### src/rtl/pgmap_pkg.sv
package pgmap_pkg;
  typedef enum logic [2:0] {
    OP_LOOK  = 3'd0,
    OP_SETUP = 3'd1,
    OP_FREE  = 3'd2,
    OP_SHIFT = 3'd3,
    OP_RD    = 3'd4,
    OP_WR    = 3'd5,
    OP_CLEAR = 3'd6,
    OP_RSVD  = 3'd7
  } pm_op_e;

  // numeric order is the precedence order, bit 1 marks dirty
  typedef enum logic [1:0] {
    PS_CLEAN_DIR  = 2'd0,
    PS_CLEAN_STAT = 2'd1,
    PS_DIRTY_DIR  = 2'd2,
    PS_DIRTY_STAT = 2'd3
  } pm_state_e;

  function automatic logic st_dirty(input logic [1:0] s);
    return s[1];
  endfunction
endpackage

### src/rtl/pgmap_freestack.sv
module pgmap_freestack #(
  parameter int CAP   = 17,
  parameter int IDX_W = 5
) (
  input  logic             clk,
  input  logic             rst,
  input  logic             clr,
  input  logic             pop,
  input  logic             push,
  input  logic [IDX_W-1:0] push_idx,
  output logic [IDX_W-1:0] top_idx,
  output logic [IDX_W-1:0] depth
);
  logic [IDX_W-1:0] stk [CAP];

  always_ff @(posedge clk) begin
    if (rst || clr) begin
      for (int i = 0; i < CAP; i++) stk[i] <= IDX_W'(i);
      depth <= IDX_W'(CAP);
    end else if (push) begin
      stk[depth] <= push_idx;
      depth      <= depth + IDX_W'(1);
    end else if (pop) begin
      depth <= depth - IDX_W'(1);
    end
  end

  always_comb begin
    top_idx = '0;
    if (depth != '0) top_idx = stk[depth - IDX_W'(1)];
  end


  no_underflow_chk: assert property (@(posedge clk) disable iff (rst)
    pop |-> depth != '0);

  no_overflow_chk: assert property (@(posedge clk) disable iff (rst)
    push |-> depth < IDX_W'(CAP));
endmodule

### src/rtl/pgmap_cam.sv
module pgmap_cam #(
  parameter int CAP   = 17,
  parameter int IDX_W = 5,
  parameter int TAG_W = 20,
  parameter int CNT_W = 8
) (
  input  logic             clk,
  input  logic             rst,
  input  logic             clr,
  input  logic [TAG_W-1:0] look_tag,
  output logic             hit,
  output logic [IDX_W-1:0] hit_idx,
  output logic [1:0]       hit_state,
  output logic [CNT_W-1:0] hit_rd,
  output logic [CNT_W-1:0] hit_wr,
  output logic [TAG_W-1:0] hit_base,
  output logic [CAP-1:0]   valid_o,
  input  logic [IDX_W-1:0] wr_idx,
  input  logic [1:0]       wr_state,
  input  logic             alloc,
  input  logic             dealloc,
  input  logic             set_st,
  input  logic             inc_rd,
  input  logic             inc_wr
);
  localparam logic [CNT_W-1:0] CNT_MAX = '1;

  logic [CAP-1:0]   match;
  logic [TAG_W-1:0] base_a [CAP];
  logic [1:0]       st_a   [CAP];
  logic [CNT_W-1:0] rd_a   [CAP];
  logic [CNT_W-1:0] wr_a   [CAP];

  for (genvar g = 0; g < CAP; g++) begin : g_slot
    logic             v_q;
    logic [TAG_W-1:0] t_q;
    logic [TAG_W-1:0] b_q;
    logic [1:0]       s_q;
    logic [CNT_W-1:0] r_q;
    logic [CNT_W-1:0] w_q;
    logic             sel;

    assign sel = (wr_idx == IDX_W'(g));

    always_ff @(posedge clk) begin
      if (rst || clr) begin
        v_q <= 1'b0;
        t_q <= '0;
        b_q <= '0;
        s_q <= '0;
        r_q <= '0;
        w_q <= '0;
      end else if (sel) begin
        if (alloc) begin
          v_q <= 1'b1;
          t_q <= look_tag;
          b_q <= look_tag;
          s_q <= wr_state;
          r_q <= '0;
          w_q <= '0;
        end
        if (dealloc) v_q <= 1'b0;
        if (set_st) s_q <= wr_state;
        if (inc_rd && r_q != CNT_MAX) r_q <= r_q + CNT_W'(1);
        if (inc_wr && w_q != CNT_MAX) w_q <= w_q + CNT_W'(1);
      end
    end

    assign match[g]   = v_q && (t_q == look_tag);
    assign valid_o[g] = v_q;
    assign base_a[g]  = b_q;
    assign st_a[g]    = s_q;
    assign rd_a[g]    = r_q;
    assign wr_a[g]    = w_q;
  end

  always_comb begin
    hit       = |match;
    hit_idx   = '0;
    hit_state = '0;
    hit_rd    = '0;
    hit_wr    = '0;
    hit_base  = '0;
    for (int i = 0; i < CAP; i++) begin
      if (match[i]) begin
        hit_idx   = hit_idx | IDX_W'(i);
        hit_state = hit_state | st_a[i];
        hit_rd    = hit_rd | rd_a[i];
        hit_wr    = hit_wr | wr_a[i];
        hit_base  = hit_base | base_a[i];
      end
    end
  end


  uniq_tag_chk: assert property (@(posedge clk) disable iff (rst)
    $onehot0(match));

  alloc_free_slot_chk: assert property (@(posedge clk) disable iff (rst)
    alloc |-> !valid_o[wr_idx]);
endmodule

### src/rtl/pgmap_top.sv
module pgmap_top #(
  parameter int ADDR_W  = 32,
  parameter int PAGE_W  = 12,
  parameter int NOM_LEN = 16,
  parameter int CNT_W   = 8,
  parameter int DIRTY_W = 16,
  localparam int CAP    = NOM_LEN + (NOM_LEN >> 4),
  localparam int IDX_W  = $clog2(CAP + 1)
) (
  input  logic               clk,
  input  logic               rst,
  input  logic               cmd_valid,
  output logic               cmd_ready,
  input  logic [2:0]         cmd_op,
  input  logic [ADDR_W-1:0]  cmd_addr,
  input  logic [1:0]         cmd_state,
  output logic               rsp_valid,
  output logic               rsp_err,
  output logic               rsp_hit,
  output logic [IDX_W-1:0]   rsp_idx,
  output logic [1:0]         rsp_state,
  output logic [CNT_W-1:0]   rsp_rd,
  output logic [CNT_W-1:0]   rsp_wr,
  output logic [ADDR_W-1:0]  rsp_maddr,
  output logic [IDX_W-1:0]   free_cnt,
  output logic [IDX_W-1:0]   used_cnt,
  output logic [DIRTY_W-1:0] dirty_cnt
);
  import pgmap_pkg::*;

  localparam int TAG_W = ADDR_W - PAGE_W;
  localparam logic [IDX_W-1:0] IDX_NONE = '1;

  pm_op_e           op;
  logic             acc;
  logic [TAG_W-1:0] tag;
  logic             hit;
  logic [IDX_W-1:0] hit_idx;
  logic [1:0]       hit_state;
  logic [CNT_W-1:0] hit_rd;
  logic [CNT_W-1:0] hit_wr;
  logic [TAG_W-1:0] hit_base;
  logic [CAP-1:0]   valid_v;
  logic [IDX_W-1:0] top_idx;
  logic             err;
  logic             ok;
  logic             do_setup, do_free, do_shift, do_rd, do_wr, do_clr;
  logic [IDX_W-1:0] wr_idx;

  assign op  = pm_op_e'(cmd_op);
  assign acc = cmd_valid && cmd_ready;
  assign tag = cmd_addr[ADDR_W-1:PAGE_W];

  always_comb begin
    unique case (op)
      OP_SETUP:                       err = hit || (free_cnt == '0);
      OP_FREE, OP_SHIFT, OP_RD, OP_WR: err = !hit;
      OP_RSVD:                        err = 1'b1;
      default:                        err = 1'b0;
    endcase
  end

  assign ok       = acc && !err;
  assign do_setup = ok && op == OP_SETUP;
  assign do_free  = ok && op == OP_FREE;
  assign do_shift = ok && op == OP_SHIFT;
  assign do_rd    = ok && op == OP_RD;
  assign do_wr    = ok && op == OP_WR;
  assign do_clr   = ok && op == OP_CLEAR;
  assign wr_idx   = do_setup ? top_idx : hit_idx;

  pgmap_cam #(
    .CAP(CAP), .IDX_W(IDX_W), .TAG_W(TAG_W), .CNT_W(CNT_W)
  ) u_cam (
    .clk(clk), .rst(rst), .clr(do_clr),
    .look_tag(tag),
    .hit(hit), .hit_idx(hit_idx), .hit_state(hit_state),
    .hit_rd(hit_rd), .hit_wr(hit_wr), .hit_base(hit_base),
    .valid_o(valid_v),
    .wr_idx(wr_idx), .wr_state(cmd_state),
    .alloc(do_setup), .dealloc(do_free), .set_st(do_shift),
    .inc_rd(do_rd), .inc_wr(do_wr)
  );

  pgmap_freestack #(
    .CAP(CAP), .IDX_W(IDX_W)
  ) u_stack (
    .clk(clk), .rst(rst), .clr(do_clr),
    .pop(do_setup), .push(do_free), .push_idx(hit_idx),
    .top_idx(top_idx), .depth(free_cnt)
  );

  always_ff @(posedge clk) begin
    if (rst) begin
      cmd_ready <= 1'b0;
      used_cnt  <= '0;
      dirty_cnt <= '0;
    end else begin
      cmd_ready <= 1'b1;
      if (do_clr) begin
        used_cnt  <= '0;
        dirty_cnt <= '0;
      end else begin
        if (do_setup) used_cnt <= used_cnt + IDX_W'(1);
        if (do_free)  used_cnt <= used_cnt - IDX_W'(1);
        if ((do_setup || do_shift) && st_dirty(cmd_state))
          dirty_cnt <= dirty_cnt + DIRTY_W'(1);
        else if (do_free && st_dirty(hit_state))
          dirty_cnt <= dirty_cnt - DIRTY_W'(1);
      end
    end
  end

  always_ff @(posedge clk) begin
    if (rst) begin
      rsp_valid <= 1'b0;
      rsp_err   <= 1'b0;
      rsp_hit   <= 1'b0;
      rsp_idx   <= IDX_NONE;
      rsp_state <= '0;
      rsp_rd    <= '0;
      rsp_wr    <= '0;
      rsp_maddr <= '0;
    end else begin
      rsp_valid <= acc;
      if (acc) begin
        rsp_err   <= err;
        rsp_hit   <= hit;
        rsp_idx   <= do_setup ? top_idx : (hit ? hit_idx : IDX_NONE);
        rsp_state <= do_setup ? cmd_state : (hit ? hit_state : 2'd0);
        rsp_rd    <= hit ? hit_rd : '0;
        rsp_wr    <= hit ? hit_wr : '0;
        rsp_maddr <= hit ? {hit_base, cmd_addr[PAGE_W-1:0]} : '0;
      end
    end
  end


  inv_sum_chk: assert property (@(posedge clk) disable iff (rst)
    32'(free_cnt) + 32'(used_cnt) == CAP);

  used_match_chk: assert property (@(posedge clk) disable iff (rst)
    32'(used_cnt) == $countones(valid_v));

  rsp_lat_chk: assert property (@(posedge clk) disable iff (rst)
    acc |=> rsp_valid);

  rsp_idle_chk: assert property (@(posedge clk) disable iff (rst)
    !acc |=> !rsp_valid);

  miss_zero_chk: assert property (@(posedge clk) disable iff (rst)
    (rsp_valid && !rsp_hit && !(rsp_idx != IDX_NONE)) |-> (rsp_rd == '0 && rsp_wr == '0 && rsp_maddr == '0));

  setup_rej_chk: assert property (@(posedge clk) disable iff (rst)
    (acc && op == OP_SETUP && err) |=> (free_cnt == $past(free_cnt) && used_cnt == $past(used_cnt)));

  absent_rej_chk: assert property (@(posedge clk) disable iff (rst)
    (acc && err) |=> (dirty_cnt == $past(dirty_cnt) && valid_v == $past(valid_v)));
endmodule

### config.mk
export PLATFORM = sky130hd
export DESIGN_NAME = pgmap_top
export DESIGN_NICKNAME = d
export VERILOG_FILES = /design/src/rtl/pgmap_pkg.sv /design/src/rtl/pgmap_freestack.sv /design/src/rtl/pgmap_cam.sv /design/src/rtl/pgmap_top.sv
export SDC_FILE = /design/constraint.sdc
export NUM_CORES = 2
export LEC_CHECK = 0
export BUFFER_PORTS_ARGS = -buffer_cell sky130_fd_sc_hd__clkbuf_2
export CAP_MARGIN = 30
export CORE_MARGIN = 3
export CORE_UTILIZATION = 50
export DETAILED_ROUTE_END_ITERATION = 12
export PLACE_DENSITY_LB_ADDON = 0.08
export SLEW_MARGIN = 20
export SYNTH_ARGS = -nofsm -noshare
export SYNTH_HDL_FRONTEND = slang
export SYNTH_SLANG_ARGS = --single-unit
### constraint.sdc
create_clock -name clk -period 5.25 [get_ports clk]
set_input_delay 0.2625 -clock clk [delete_from_list [all_inputs] [get_ports clk]]
set_output_delay 0.2625 -clock clk [all_outputs]
set_load 0.02 [all_outputs]
==> flow_summary.toml <==
[run_status]
status = "completed"

[placed_design]
port_buffers = 124
place_inst = 6866
post-place-ws_ns = -0.2378
dp_hpwl_um = 148300
gp_routability_congestion = 1.094

[timing]
final_hold_viol_count = 0
finClkSkew_ns = 0.03248
max_freq_mhz = 194.4
fin_crit_ns = 5.145
layout_setup_ws_ns = 0.1049
finalCritPeriodShare_pct = 98.00
setup_viol = 0
tightest_slew_ns = 1.143
setup_tns_ns = 0
slew_headroom_pct = 23.78
slew_violations = 0

[layout]
layout_common_cells = "nand2_1, dfxtp_1, a21oi_1"
fin_nets = 5840
final_cells = 7087
area_growth_pct = 16.53
drive_gt1_share_pct = 14.59
final_common_cell = "nand2_1"

[synth]
synth.distinct_cells = 90
syn_nets = 5609
syn-cell-area_um2 = 47380
synth-main-ff-cell = "dfxtp_1"
synth-seq-cells = 908
synth.avg_cell_area_um2 = 8.598
synth-edff-count = 160
synth_top_area_share_pct = 31.60
ys_warn_count = 0
synth_largest_area_cell = "dfxtp_1"
synthCells = 5511
async_flop_share_pct = 0
synth.area.top_cells = "dfxtp_1, edfxtp_1, nand2_1, xnor2_1, a21oi_1"
synth_sequential_area_ratio_pct = 41.74

[critical_path]
reg2reg_from = "u_stack.depth[0]"
r2r_end = "u_cam.g_slot[0].w_q[6]"
slowest_stage = "o211a_1"
critPathLaunchType = "flip-flop"
path_max_fanout = 15
crit_chain = "inv_1 > ha_2 > buf_4 > mux4_2 > mux4_2 > mux2i_1 > and2_1 > o31a_1 > o211a_1 > o21ai_1 > or4_1 > a21oi_1"
reg2reg_depth = 12
critPathKind = "flip-flop to flip-flop"
worst_ep_arrival_time_ns = 5.76
max_stage_delay_ns = 0.64
crit_required_ns = 5.87
cp_common_cell = "mux4_2"
cp-end-kind = "flip-flop"
rrSetupSlack_ns = 0.10

[floorplan]
start_util_pct = 50.62
die_h_um = 313.8
top_level_ports = 125
die_x_um = 313.8
rows = 112
coreArea_um2 = 93610
die_area_um2 = 98500

[detailed_routing]
postRouteAntennaNets = 0
drcViolationCount = 0
top_layer_used = "met5"
avgViaCountPerCell = 6.633
wl_um = 208200
first_pass_iters = 8
wl_met1_um = 84730
first_iter_violations = 7843
wl_met3_um = 28100
vias = 47010
drt-wirelength-per-cell_um = 29.38
wl_met2_um = 84870

[global_route]
grt_max_degree = 73
gr-total-overflow = 0
track_usage_pct = 40.82
grt_pass1_vias = 42470
grt_pass1_wl_um = 297900
antenna_found_initial = 11

[cts]
cts_buffer_depth = 3
clk_latency_ns = 0.71
cts_tree = "done"
cts_root_buf = "clkbuf_16"
cts_buffers = 100
clkTransAtPathRegs_ns = 0.06
cts_max_level = 3
clkSinkCount = 908

[hold_path]
whs_path_depth = 4
min_from = "cmd_addr[13]"
worstHoldPathType = "input port to flip-flop"
whs_endpoint = "u_cam.g_slot[14].t_q[1]"

[power_and_ir_drop]
cellPowerDensity_nw_per_um2 = 282.3
p_total_uw = 15590
worst_ir_drop_vdd_uv = 294.9
leakage_uw = 0.01923

[flow_run]
drv_cap = 0
-- power by group --
part | leakage (uW) | internal, uW | total (uW) | switching [uW]
registers | 0.00742 | 7100 | 7130 | 25.1
clock network | 0.00170 | 4330 | 7430 | 3100
logic | 0.0101 | 361 | 1030 | 669
total | 0.0192 | 11800 | 15600 | 3790
-- what timing repair did --
item                       in CTS  in global routing
hold endpoints to repair       39                  0
gates resized for setup         1                 15
setup endpoints to repair       1                  3
hold buffers                   26                  0
buffers inserted                0                  1
gates cloned                    0                  0
pin swaps                       0                  2
-- worst max-delay path, delay by kind of cell (launching register included) --
kind            cells  cell delay [ns]
simple gates        2             0.79
fa+ha+maj           1             0.61
compound gates      4             1.47
mux                 3             1.49
flops               1             0.35
buf+inv             2             0.34
-- routing by layer --
layer / track usage, % / vias to the layer above
met2: 58.06 / 3184
met3: 12.62 / 574
met1: 57.10 / 22760
met4: 17.20 / 4
met5: 0 / -
li1: - / 20490
-- Yosys cell counts (39+ instances only) --
library cell / instances
mux2i_1: 119
a21oi_1: 474
o21ai_0: 234
mux4_2: 46
and3_1: 127
nor4_1: 66
a31oi_1: 39
a221oi_1: 89
edfxtp_1: 160
xor2_1: 107
nor3_1: 73
nor2_1: 397
a22o_1: 89
clkbuf_1: 255
xnor2_1: 311
ha_1: 56
a22oi_1: 138
buf_2: 74
nand3_1: 277
nand4_1: 163
dfxtp_1: 748
inv_1: 56
nand2_1: 850
-- cells by family (layout without fill, tap and decap cells) --
kind of cell / Yosys count / after routing / share of synthesized area (%)
buffers and inverters: 464 / 780 / 4.307
AO/OA/AOI/OAI: 1289 / 1289 / 17.60
AND/OR/NAND/NOR: 2205 / 2205 / 22.26
multiplexers: 168 / 168 / 4.771
flip-flops: 908 / 908 / 41.74
adder cells (fa/ha/maj): 58 / 58 / 1.563
XOR/XNOR: 419 / 419 / 7.761
other: 0 / 6 / 0
-- flip-flops by register name, indices dropped and copies added, names as in the netlist, 2 cells and up --
name and cells:
u_cam.g_slot.t_q 320, u_stack.stk 160, u_cam.g_slot.r_q 136, u_cam.g_slot.w_q 136, u_cam.g_slot.s_q 34, rsp_maddr 32, u_cam.g_slot.b_q 20, u_cam.g_slot.v_q 17
dirty_cnt 16, rsp_rd 8, rsp_wr 8, rsp_idx 5, u_stack.depth 5, used_cnt 5, rsp_state 2
-- final cells by class --
| type | instances | area [um2] |
|---|---|---|
| clock inverter | 48 | 528.0 |
| tap | 1254 | 1569 |
| timing repair buffer | 535 | 4379 |
| antenna | 6 | 15.01 |
| inverter | 58 | 217.7 |
| sequential | 908 | 19780 |
| multi-input combinational | 4139 | 25800 |
| clock buffer | 139 | 2922 |
| fill | 8514 | 38390 |
-- through the flow --
step	hold WS [ns]	utilization [%]	area, um2
2_1_floorplan	0.4144	-	47380
3_3_place_gp	0.4381	54.86	51350
3_5_place_dp	0.4447	54.89	51380
4_1_cts	0.02355	58.86	55100
5_1_grt	0.06349	58.97	55200
6_report	0.05860	58.99	55220
-- how the worst max path moves through the flow --
stage / end / startpoint / slack, ns / cells after the start
2_1_floorplan: dirty_cnt[15] / u_stack.depth[0] / 0.006 / 24
3_3_place_gp: dirty_cnt[15] / cmd_addr[13] / -0.31 / 25
3_5_place_dp: dirty_cnt[15] / cmd_addr[13] / -0.24 / 25
4_1_cts: dirty_cnt[15] / cmd_addr[18] / 0.03 / 25
5_1_grt: dirty_cnt[15] / cmd_addr[25] / -0.005 / 28
6_report: u_cam.g_slot[0].w_q[6] / u_stack.depth[0] / 0.10 / 12
(Power assumes the default switching activity.)
